==> config.mk <==
export PLATFORM = sky130hd
export DESIGN_NAME = pt_walker
export DESIGN_NICKNAME = d
export VERILOG_FILES = /design/src/rtl/ptw_pkg.sv /design/src/rtl/ptw_addr_gen.sv /design/src/rtl/ptw_pte_decode.sv /design/src/rtl/ptw_ctrl.sv /design/src/rtl/pt_walker.sv
export SDC_FILE = /design/constraint.sdc
export NUM_CORES = 1
export LEC_CHECK = 0
export ABC_AREA = 1
export BUFFER_PORTS_ARGS = -buffer_cell sky130_fd_sc_hd__buf_4
export CAP_MARGIN = 10
export CORE_AREA = 2 2 100 102
export DETAILED_ROUTE_END_ITERATION = 8
export DIE_AREA = 0 0 102 104
export PLACE_DENSITY = 0.89
export REMOVE_ABC_BUFFERS = 1
export SYNTH_ARGS = -nofsm -noshare
export SYNTH_HDL_FRONTEND = slang
export SYNTH_HIERARCHICAL = 1
export SYNTH_SLANG_ARGS = --single-unit
==> constraint.sdc <==
create_clock -name clk_i -period 2 [get_ports clk_i]
set_clock_uncertainty 0.2 [all_clocks]
set_input_delay 0.2 -clock clk_i [delete_from_list [all_inputs] [get_ports clk_i]]
set_output_delay 0.2 -clock clk_i [all_outputs]
set_load 0.1 [all_outputs]
==> src/rtl/ptw_pkg.sv <==
package ptw_pkg;
  localparam int PTE_W     = 32;
  localparam int PTE_BYTES = PTE_W / 8;
  localparam int PTE_V_BIT = 31;
  localparam int PTE_R_HI  = 30;
  localparam int PTE_R_LO  = 29;

  typedef enum logic [1:0] {
    ACC_LOAD  = 2'b00,
    ACC_STORE = 2'b01,
    ACC_FETCH = 2'b10,
    ACC_RSVD  = 2'b11
  } acc_e;

  typedef enum logic [1:0] {
    RGT_NONE = 2'b00,
    RGT_RO   = 2'b01,
    RGT_RW   = 2'b10,
    RGT_EXEC = 2'b11
  } rights_e;

  typedef enum logic [1:0] {
    ST_IDLE,
    ST_READ,
    ST_WAIT,
    ST_RESP
  } walk_state_e;

  typedef struct packed {
    logic ok;
    logic fault;
    logic prot;
  } outcome_t;
endpackage

==> src/rtl/ptw_addr_gen.sv <==
module ptw_addr_gen #(
  parameter int PA_W      = 32,
  parameter int VPN_W     = 20,
  parameter int PTE_BYTES = 4
) (
  input  logic [PA_W-1:0]  base_i,
  input  logic [VPN_W-1:0] vpn_i,
  output logic [PA_W-1:0]  entry_addr_o
);
  localparam int SHIFT    = $clog2(PTE_BYTES);
  localparam int SCALED_W = VPN_W + SHIFT;

  logic [SCALED_W-1:0] scaled;
  logic [PA_W-1:0]     offs;

  assign scaled = SCALED_W'(vpn_i) << SHIFT;

  generate
    if (SCALED_W > PA_W) begin : g_trunc
      logic unused_hi;
      assign unused_hi = ^scaled[SCALED_W-1:PA_W];
      assign offs = scaled[PA_W-1:0];
    end else if (SCALED_W == PA_W) begin : g_exact
      assign offs = scaled;
    end else begin : g_ext
      assign offs = {{(PA_W-SCALED_W){1'b0}}, scaled};
    end
  endgenerate

  // modulo 2^PA_W wrap is intended
  assign entry_addr_o = base_i + offs;
endmodule

==> src/rtl/ptw_pte_decode.sv <==
module ptw_pte_decode
  import ptw_pkg::*;
#(
  parameter int PPN_W = 20
) (
  input  logic [PTE_W-1:0] pte_i,
  input  acc_e             acc_i,
  output logic [PPN_W-1:0] ppn_o,
  output outcome_t         res_o
);
  logic    resident;
  logic    allowed;
  rights_e rights;

  assign resident = pte_i[PTE_V_BIT];
  assign rights   = rights_e'(pte_i[PTE_R_HI:PTE_R_LO]);
  assign ppn_o    = pte_i[PPN_W-1:0];

  generate
    if (PPN_W < PTE_R_LO) begin : g_spare
      logic unused_spare;
      assign unused_spare = ^pte_i[PTE_R_LO-1:PPN_W];
    end
  endgenerate

  always_comb begin
    unique case (acc_i)
      ACC_LOAD:  allowed = (rights == RGT_RO) || (rights == RGT_RW);
      ACC_STORE: allowed = (rights == RGT_RW);
      ACC_FETCH: allowed = (rights == RGT_EXEC);
      default:   allowed = 1'b0;
    endcase
  end

  // fault wins over rights check
  always_comb begin
    res_o.fault = ~resident;
    res_o.prot  = resident & ~allowed;
    res_o.ok    = resident & allowed;
  end

  always_comb begin
    p_fault_prio_r6: assert (resident || (res_o.fault && !res_o.prot && !res_o.ok));
  end
endmodule

==> src/rtl/ptw_ctrl.sv <==
module ptw_ctrl
  import ptw_pkg::*;
#(
  parameter int PA_W  = 32,
  parameter int PPN_W = 20
) (
  input  logic             clk_i,
  input  logic             rst_ni,
  input  logic             req_valid_i,
  output logic             req_ready_o,
  input  logic [1:0]       req_acc_i,
  input  logic [PA_W-1:0]  entry_addr_i,
  output acc_e             acc_o,
  output logic             busy_o,
  output logic             mem_req_valid_o,
  input  logic             mem_req_ready_i,
  output logic [PA_W-1:0]  mem_req_addr_o,
  input  logic             mem_rsp_valid_i,
  input  logic [PPN_W-1:0] dec_ppn_i,
  input  outcome_t         dec_res_i,
  output logic             rsp_valid_o,
  input  logic             rsp_ready_i,
  output logic [PPN_W-1:0] rsp_ppn_o,
  output logic             rsp_ok_o,
  output logic             rsp_fault_o,
  output logic             rsp_prot_o
);
  walk_state_e      state_q, state_d;
  logic [PA_W-1:0]  addr_q;
  acc_e             acc_q;
  logic [PPN_W-1:0] ppn_q;
  outcome_t         res_q;
  logic             accept;
  logic             capture;

  assign accept  = (state_q == ST_IDLE) && req_valid_i;
  assign capture = (state_q == ST_WAIT) && mem_rsp_valid_i;

  always_comb begin
    state_d = state_q;
    unique case (state_q)
      ST_IDLE: if (req_valid_i)     state_d = ST_READ;
      ST_READ: if (mem_req_ready_i) state_d = ST_WAIT;
      ST_WAIT: if (mem_rsp_valid_i) state_d = ST_RESP;
      ST_RESP: if (rsp_ready_i)     state_d = ST_IDLE;
      default:                      state_d = ST_IDLE;
    endcase
  end

  always_ff @(posedge clk_i or negedge rst_ni) begin
    if (!rst_ni) begin
      state_q <= ST_IDLE;
      addr_q  <= '0;
      acc_q   <= ACC_LOAD;
      ppn_q   <= '0;
      res_q   <= '0;
    end else begin
      state_q <= state_d;
      if (accept) begin
        addr_q <= entry_addr_i;
        acc_q  <= acc_e'(req_acc_i);
      end
      if (capture) begin
        ppn_q <= dec_res_i.ok ? dec_ppn_i : '0;
        res_q <= dec_res_i;
      end
    end
  end

  assign acc_o           = acc_q;
  assign req_ready_o     = (state_q == ST_IDLE);
  assign busy_o          = (state_q != ST_IDLE);
  assign mem_req_valid_o = (state_q == ST_READ);
  assign mem_req_addr_o  = addr_q;
  assign rsp_valid_o     = (state_q == ST_RESP);
  assign rsp_ppn_o       = rsp_valid_o ? ppn_q : '0;
  assign rsp_ok_o        = rsp_valid_o & res_q.ok;
  assign rsp_fault_o     = rsp_valid_o & res_q.fault;
  assign rsp_prot_o      = rsp_valid_o & res_q.prot;

  p_busy_after_accept_r2: assert property (@(posedge clk_i) disable iff (!rst_ni)
    (req_valid_i && req_ready_o) |=> (busy_o && !req_ready_o));

  p_ready_after_rsp_r2: assert property (@(posedge clk_i) disable iff (!rst_ni)
    (rsp_valid_o && rsp_ready_i) |=> (req_ready_o && !busy_o));

  p_memreq_hold_r3: assert property (@(posedge clk_i) disable iff (!rst_ni)
    (mem_req_valid_o && !mem_req_ready_i) |=> (mem_req_valid_o && $stable(mem_req_addr_o)));

  p_memreq_drop_r3: assert property (@(posedge clk_i) disable iff (!rst_ni)
    (mem_req_valid_o && mem_req_ready_i) |=> !mem_req_valid_o);

  p_one_outcome_r7: assert property (@(posedge clk_i) disable iff (!rst_ni)
    rsp_valid_o |-> ($countones({rsp_ok_o, rsp_fault_o, rsp_prot_o}) == 1));

  p_rsp_hold_r7: assert property (@(posedge clk_i) disable iff (!rst_ni)
    (rsp_valid_o && !rsp_ready_i) |=> (rsp_valid_o && $stable(rsp_ppn_o) && $stable(rsp_ok_o)
                                       && $stable(rsp_fault_o) && $stable(rsp_prot_o)));

  p_quiet_flags_r7: assert property (@(posedge clk_i) disable iff (!rst_ni)
    !rsp_valid_o |-> !(rsp_ok_o || rsp_fault_o || rsp_prot_o));
endmodule

==> src/rtl/pt_walker.sv <==
module pt_walker
  import ptw_pkg::*;
#(
  parameter  int VA_W       = 32,
  parameter  int PA_W       = 32,
  parameter  int PAGE_OFF_W = 12,
  localparam int VPN_W      = VA_W - PAGE_OFF_W,
  localparam int PPN_W      = PA_W - PAGE_OFF_W
) (
  input  logic             clk_i,
  input  logic             rst_ni,
  input  logic [PA_W-1:0]  ptbr_i,
  input  logic             req_valid_i,
  output logic             req_ready_o,
  input  logic [VPN_W-1:0] req_vpn_i,
  input  logic [1:0]       req_acc_i,
  output logic             busy_o,
  output logic             mem_req_valid_o,
  input  logic             mem_req_ready_i,
  output logic [PA_W-1:0]  mem_req_addr_o,
  input  logic             mem_rsp_valid_i,
  input  logic [31:0]      mem_rsp_data_i,
  output logic             rsp_valid_o,
  input  logic             rsp_ready_i,
  output logic [PPN_W-1:0] rsp_ppn_o,
  output logic             rsp_ok_o,
  output logic             rsp_fault_o,
  output logic             rsp_prot_o
);
  logic [PA_W-1:0]  entry_addr;
  acc_e             acc_q;
  logic [PPN_W-1:0] dec_ppn;
  outcome_t         dec_res;

  ptw_addr_gen #(
    .PA_W      (PA_W),
    .VPN_W     (VPN_W),
    .PTE_BYTES (PTE_BYTES)
  ) u_addr_gen (
    .base_i       (ptbr_i),
    .vpn_i        (req_vpn_i),
    .entry_addr_o (entry_addr)
  );

  ptw_pte_decode #(
    .PPN_W (PPN_W)
  ) u_decode (
    .pte_i (mem_rsp_data_i),
    .acc_i (acc_q),
    .ppn_o (dec_ppn),
    .res_o (dec_res)
  );

  ptw_ctrl #(
    .PA_W  (PA_W),
    .PPN_W (PPN_W)
  ) u_ctrl (
    .clk_i           (clk_i),
    .rst_ni          (rst_ni),
    .req_valid_i     (req_valid_i),
    .req_ready_o     (req_ready_o),
    .req_acc_i       (req_acc_i),
    .entry_addr_i    (entry_addr),
    .acc_o           (acc_q),
    .busy_o          (busy_o),
    .mem_req_valid_o (mem_req_valid_o),
    .mem_req_ready_i (mem_req_ready_i),
    .mem_req_addr_o  (mem_req_addr_o),
    .mem_rsp_valid_i (mem_rsp_valid_i),
    .dec_ppn_i       (dec_ppn),
    .dec_res_i       (dec_res),
    .rsp_valid_o     (rsp_valid_o),
    .rsp_ready_i     (rsp_ready_i),
    .rsp_ppn_o       (rsp_ppn_o),
    .rsp_ok_o        (rsp_ok_o),
    .rsp_fault_o     (rsp_fault_o),
    .rsp_prot_o      (rsp_prot_o)
  );

  p_reset_idle_r8: assert property (@(posedge clk_i) disable iff (!rst_ni)
    $rose(rst_ni) |-> (req_ready_o && !busy_o && !mem_req_valid_o && !rsp_valid_o));
endmodule

* Word level (Yosys, flattened, before mapping) *
Index checks and enable logic that the tools add are counted.

word-level totals
  register bits after elaboration = 59
  word-level logic and storage cells = 42
  output and inout port bits = 59
  bits of input ports = 92
  memories = 0
  latch bits = 0
  bits in read-only memories = 0
  memory bits (writable) = 0

operators by class
  add/subtract/negate cells = 1
  divide/modulo/power cells = 0
  eq/ne operators = 12
  multiplexer cells = 8
  $mul = 0
  order comparisons = 0
  shift-type cells = 0
  reductions and logical operators = 7
  bitwise logic cells = 7

operator list
  kind                  number
  $mux W20              2
  $add A32 B22 Y32      1
  $eq A2 B2 Y1 const B  5
  $mux W2               4
  $pmux W2 S4           1
  $eq A2 B1 Y1 const B  3
  $ne A2 B2 Y1 const B  3
  $and A1 B1 Y1         5
  $logic_not A2 Y1      2
  $reduce_and A4 Y1     1
  $pmux W1 S3           1
  $logic_and A1 B1 Y1   2
  $ne A2 B1 Y1 const B  1
  $not A1 Y1            2
  $reduce_bool A2 Y1    1
  $logic_or A1 B1 Y1    1

* Depth between registers and ports, before layout *
  depth after elaboration = 5
  gate-level depth with buffers = 14
  mapped depth without buffers = 14

* Hierarchy *
Netlist, hierarchy kept.

modules (own cells, without submodules)
  module          cells each  area an instance (um^2)  instances  seq. area each (um^2)
  ptw_ctrl        323         2,735.1                  1          1,476.4
  ptw_addr_gen    392         1,945.6                  1          0.0
  ptw_pte_decode  40          247.7                    1          0.0

* Least setup slack after synthesis *
Ideal clock, no wire load.

  path type = register -> output
  from = register u_ctrl.state_q[0]
  to = output rsp_ppn_o[10]
  arrival = 2,231 ps
  required time = 1,600 ps
  path buffers = 1
  slack = -631 ps
  stages on the path, launching flop included = 5
  path through = dfrtp_1 ha_1 buf_2 nand2_1 inv_1

on the way
  word-level cells in the longest chain between the ends = 2

RTL lines
  element                   RTL line         source
  start: declaration        ptw_ctrl.sv:28   walk_state_e state_q, state_d;
  start signal: assignment  ptw_ctrl.sv:58   state_q <= state_d;
  $eq A2 B2 Y1              ptw_ctrl.sv:75   assign rsp_valid_o = (state_q == ST_RESP);
  named net rsp_valid_o     pt_walker.sv:23  output logic rsp_valid_o,
  $mux W20                  ptw_ctrl.sv:76   assign rsp_ppn_o = rsp_valid_o ? ppn_q : '0;
  end: declaration          pt_walker.sv:25  output logic [PPN_W-1:0] rsp_ppn_o,

The timed path passes the listed nets, and every way through them passes these cells.

* Final worst setup path *
  from = register u_ctrl.state_q[1]
  to = output rsp_ppn_o[12]

on the way
  word-level cells in the longest chain between the ends = 2

RTL lines
  element       RTL line
  $eq A2 B2 Y1  ptw_ctrl.sv:75
  $mux W20      ptw_ctrl.sv:76

Every way passes these cells.

==> metrics.csv <==
stage;metric;value;unit
logic_synthesis;Synth top area share;0.300;
final_layout;Core Util, Final;0.690;
placement;Post-DP Area;6050;um2
placement;IO buf count;141;
setup_path;worst setup path end;rsp_ppn_o[12];
logic_synthesis;Post-Syn Area per Cell;6.53;um2
detailed_routing;vias after detailed routing;5073;
sta;fmax;520;MHz
logic_synthesis;most frequent cells after synthesis;nand2_1, inv_1, nand3_1;
setup_path;WP depth;5;
cts;clock transition at the registers of the reported paths;0.06;ns
cts;CTS Buf Count;9;
placement;routability cong.;0.936;
setup_path;r2r startpoint;u_ctrl/state_q[0];
detailed_routing;antenna-violating nets left;0;
sta;Final min period;1.92;ns
logic_synthesis;synthesized area;4930;um2
placement;hpwl dp;9600;um
final_layout;fillers;783;
grt;pin count of the biggest net entering global routing;60;
logic_synthesis;synth top area cells;dfrtp_1, nand2_1, inv_1;
logic_synthesis;most common cell in the synthesized netlist;nand2_1;
cts;Sink Count;59;
logic_synthesis;Post-synth ARST share;1.00;
detailed_routing;post-DR wirelength/cell;12.6;um
grt;grt ovf;0;
pwr;power consumption;9.14;mW
cts;Skew-Pair Late Insertion Delay;0.33;ns
sta;max_slew headroom;0.496;
setup_path;slowest CP cell;dfrtp_1;
logic_synthesis;Yosys cell types;31;
logic_synthesis;Synth Register Bits;59;
grt;vias in the first global route;4824;
sta;Final Hold Viols;0;
die;initial core utilization;0.516;
setup_path;crit path cell chain;ha_1 > buf_12 > nand2_1 > inv_1 > buf_6;
sta;Fin Hold WS;0.0276;ns
logic_synthesis;Primary FF master, synth;dfrtp_1;
setup_path;reg2reg end;u_ctrl/ppn_q[19];
setup_path;CP Data Required Time;1.60;ns
sta;period utilization;0.961;
grt;initial antenna violation count;0;
sta;Setup TNS;0;ns
sta;final worst slack;0.0786;ns
die;die footprint;10600;um2
final_layout;Layout area overhead;33.8;%
setup_path;Buf/Inv on CP;3;
setup_path;arrival time at the worst endpoint;1.52;ns
detailed_routing;number of vias per cell;4.82;
detailed_routing;initial DRC count;314;
die;row count;36;
setup_path;Crit Path Max Fanout;25;
setup_path;crit path kind;register to output port;
setup_path;CP top delay family;buffers and inverters;
sta;Worst Max-Slew Pin Slew;0.756;ns
die;core box area;9550;um2
logic_synthesis;area leader, netlist;dfrtp_1;
grt;Tot GR Track Use;0.244;
setup_path;worst-case reg-to-reg path depth;6;
final_layout;Layout Cells excl Fill;1053;
final_layout;antenna cells;0;
detailed_routing;detailed-route wire length;13300;um
setup_path;critical path launch point;u_ctrl/state_q[1];
sta;Pins Over Slew Limit;0;
sta;Setup-failing EPs final;0;
pwr;Cell Pwr Density;1390;nW/um2
setup_path;Reg2Reg Setup Slack;0.24;ns
setup_path;Worst setup SP type;register;
cts;clk buf depth;2;
logic_synthesis;Yosys warning total;6;
pwr;peak supply drop;895;uV
placement;cell count after placement;1010;
run;max-cap violation count;0;
cts;Root Driver;clkbuf_8;
hold_path;hold path cells;3;
die;Chip Height;104;um
final_layout;fraction of layout cells with a size suffix above 1;0.255;
pwr;leak pwr;3.94;nW
logic_synthesis;Post-Synthesis Cells;755;
cts;TritonCTS clock tree;built;
die;Die Wd;102;um
setup_path;crit-path max cell delay;0.39;ns
detailed_routing;drt first pass iters;5;
logic_synthesis;post-synthesis sequential area ratio;0.300;
logic_synthesis;Post-synth EDFFs;0;
status;status;complete, no violations;
cts;H-tree depth;3;
placement;Place WS;-0.0660;ns
hold_path;Hold Path Class;primary input to register;
die;I/O pins;151;
setup_path;endpoint type of the worst setup path;output port;
final_layout;nets;1035;
grt;global-route wire length before repair;21000;um
detailed_routing;DRC;0;
final_layout;post-route cell area;6590;um2
## area by class of cell
cell class	count	area [um2]	share of cell area
inverter	124	465	0.0706
multi-input combinational	531	2690	0.409
timing repair buffer	190	1620	0.245
clock inverter	2	10.0	0.00152
tap	133	166	0.0252
sequential	59	1480	0.224
clock buffer	14	163	0.0247
## worst reg2reg max path: cells and delay by family (launching register included)
family	cells	cell delay [ns]
buf+inv	2	0.36
flops	1	0.41
compound gates	1	0.08
simple gates	2	0.27
fa+ha+maj	1	0.32
## per-layer routing
| metal | up-vias | GRT usage | share of wire |
|---|---|---|---|
| met5 | - | 0 | 0 |
| met4 | 0 | 0.0933 | 0.029 |
| met3 | 26 | 0.0423 | 0.059 |
| met2 | 164 | 0.421 | 0.50 |
| met1 | 2294 | 0.301 | 0.42 |
| li1 | 2589 | - | - |
## where the power goes
part / total [mW] / switching [mW] / internal [mW]
clock: 0.958 / 0.443 / 0.515
combinational: 6.08 / 4.58 / 1.49
sequential: 2.11 / 0.346 / 1.76
## flip-flops by register name, indices dropped and copies added, names as in the netlist
signal / cells
u_ctrl/res_q: 3
u_ctrl/ppn_q: 20
u_ctrl/state_q: 2
u_ctrl/mem_req_addr_o: 32
u_ctrl/acc_o: 2
## cell families (layout without fill, tap and decap cells)
logic type               Yosys count  count (layout)  share of synthesized area
buffers and inverters            165             330                      0.156
AO/OA/AOI/OAI                     39              39                     0.0536
XOR/XNOR                          14              14                     0.0249
flip-flops                        59              59                      0.300
AND/OR/NAND/NOR                  450             450                      0.393
adder cells (fa/ha/maj)           28              28                     0.0726
## layout by cell type (no fill, tap or decap), types with 3 or more instances in the layout
cell type	instances
nor2_1	21
nand2_2	15
clkbuf_8	11
nor2_2	12
ha_1	26
o21ai_0	5
nand2_1	312
nand3_1	69
o21ai_2	17
nand4_1	4
buf_12	3
dfrtp_1	59
xor2_1	12
clkbuf_1	3
nand3_2	4
o21ai_1	3
buf_6	21
a21oi_1	12
nor3_1	3
buf_4	138
dlygate4sd3_1	27
inv_1	121
nor3_2	5
## how the worst min path moves through the flow
stage	to	slack (ns)	startpoint
floorplan	u_ctrl/acc_o[0]	-0.30	rst_ni
global placement	u_ctrl/ppn_q[13]	0.11	rst_ni
detailed placement	u_ctrl/ppn_q[12]	0.11	rst_ni
CTS	u_ctrl/mem_req_addr_o[3]	0.01	req_valid_i
global route	u_ctrl/mem_req_addr_o[7]	0.03	req_valid_i
finish	u_ctrl/mem_req_addr_o[7]	0.03	req_valid_i
## repair_timing
action,in CTS,in global routing
hold endpoints to repair,86,0
setup endpoints to repair,2,23
hold buffers,27,0
resized for setup,1,24
setup buffers,0,0
Power figures use the tool's default switching activity.
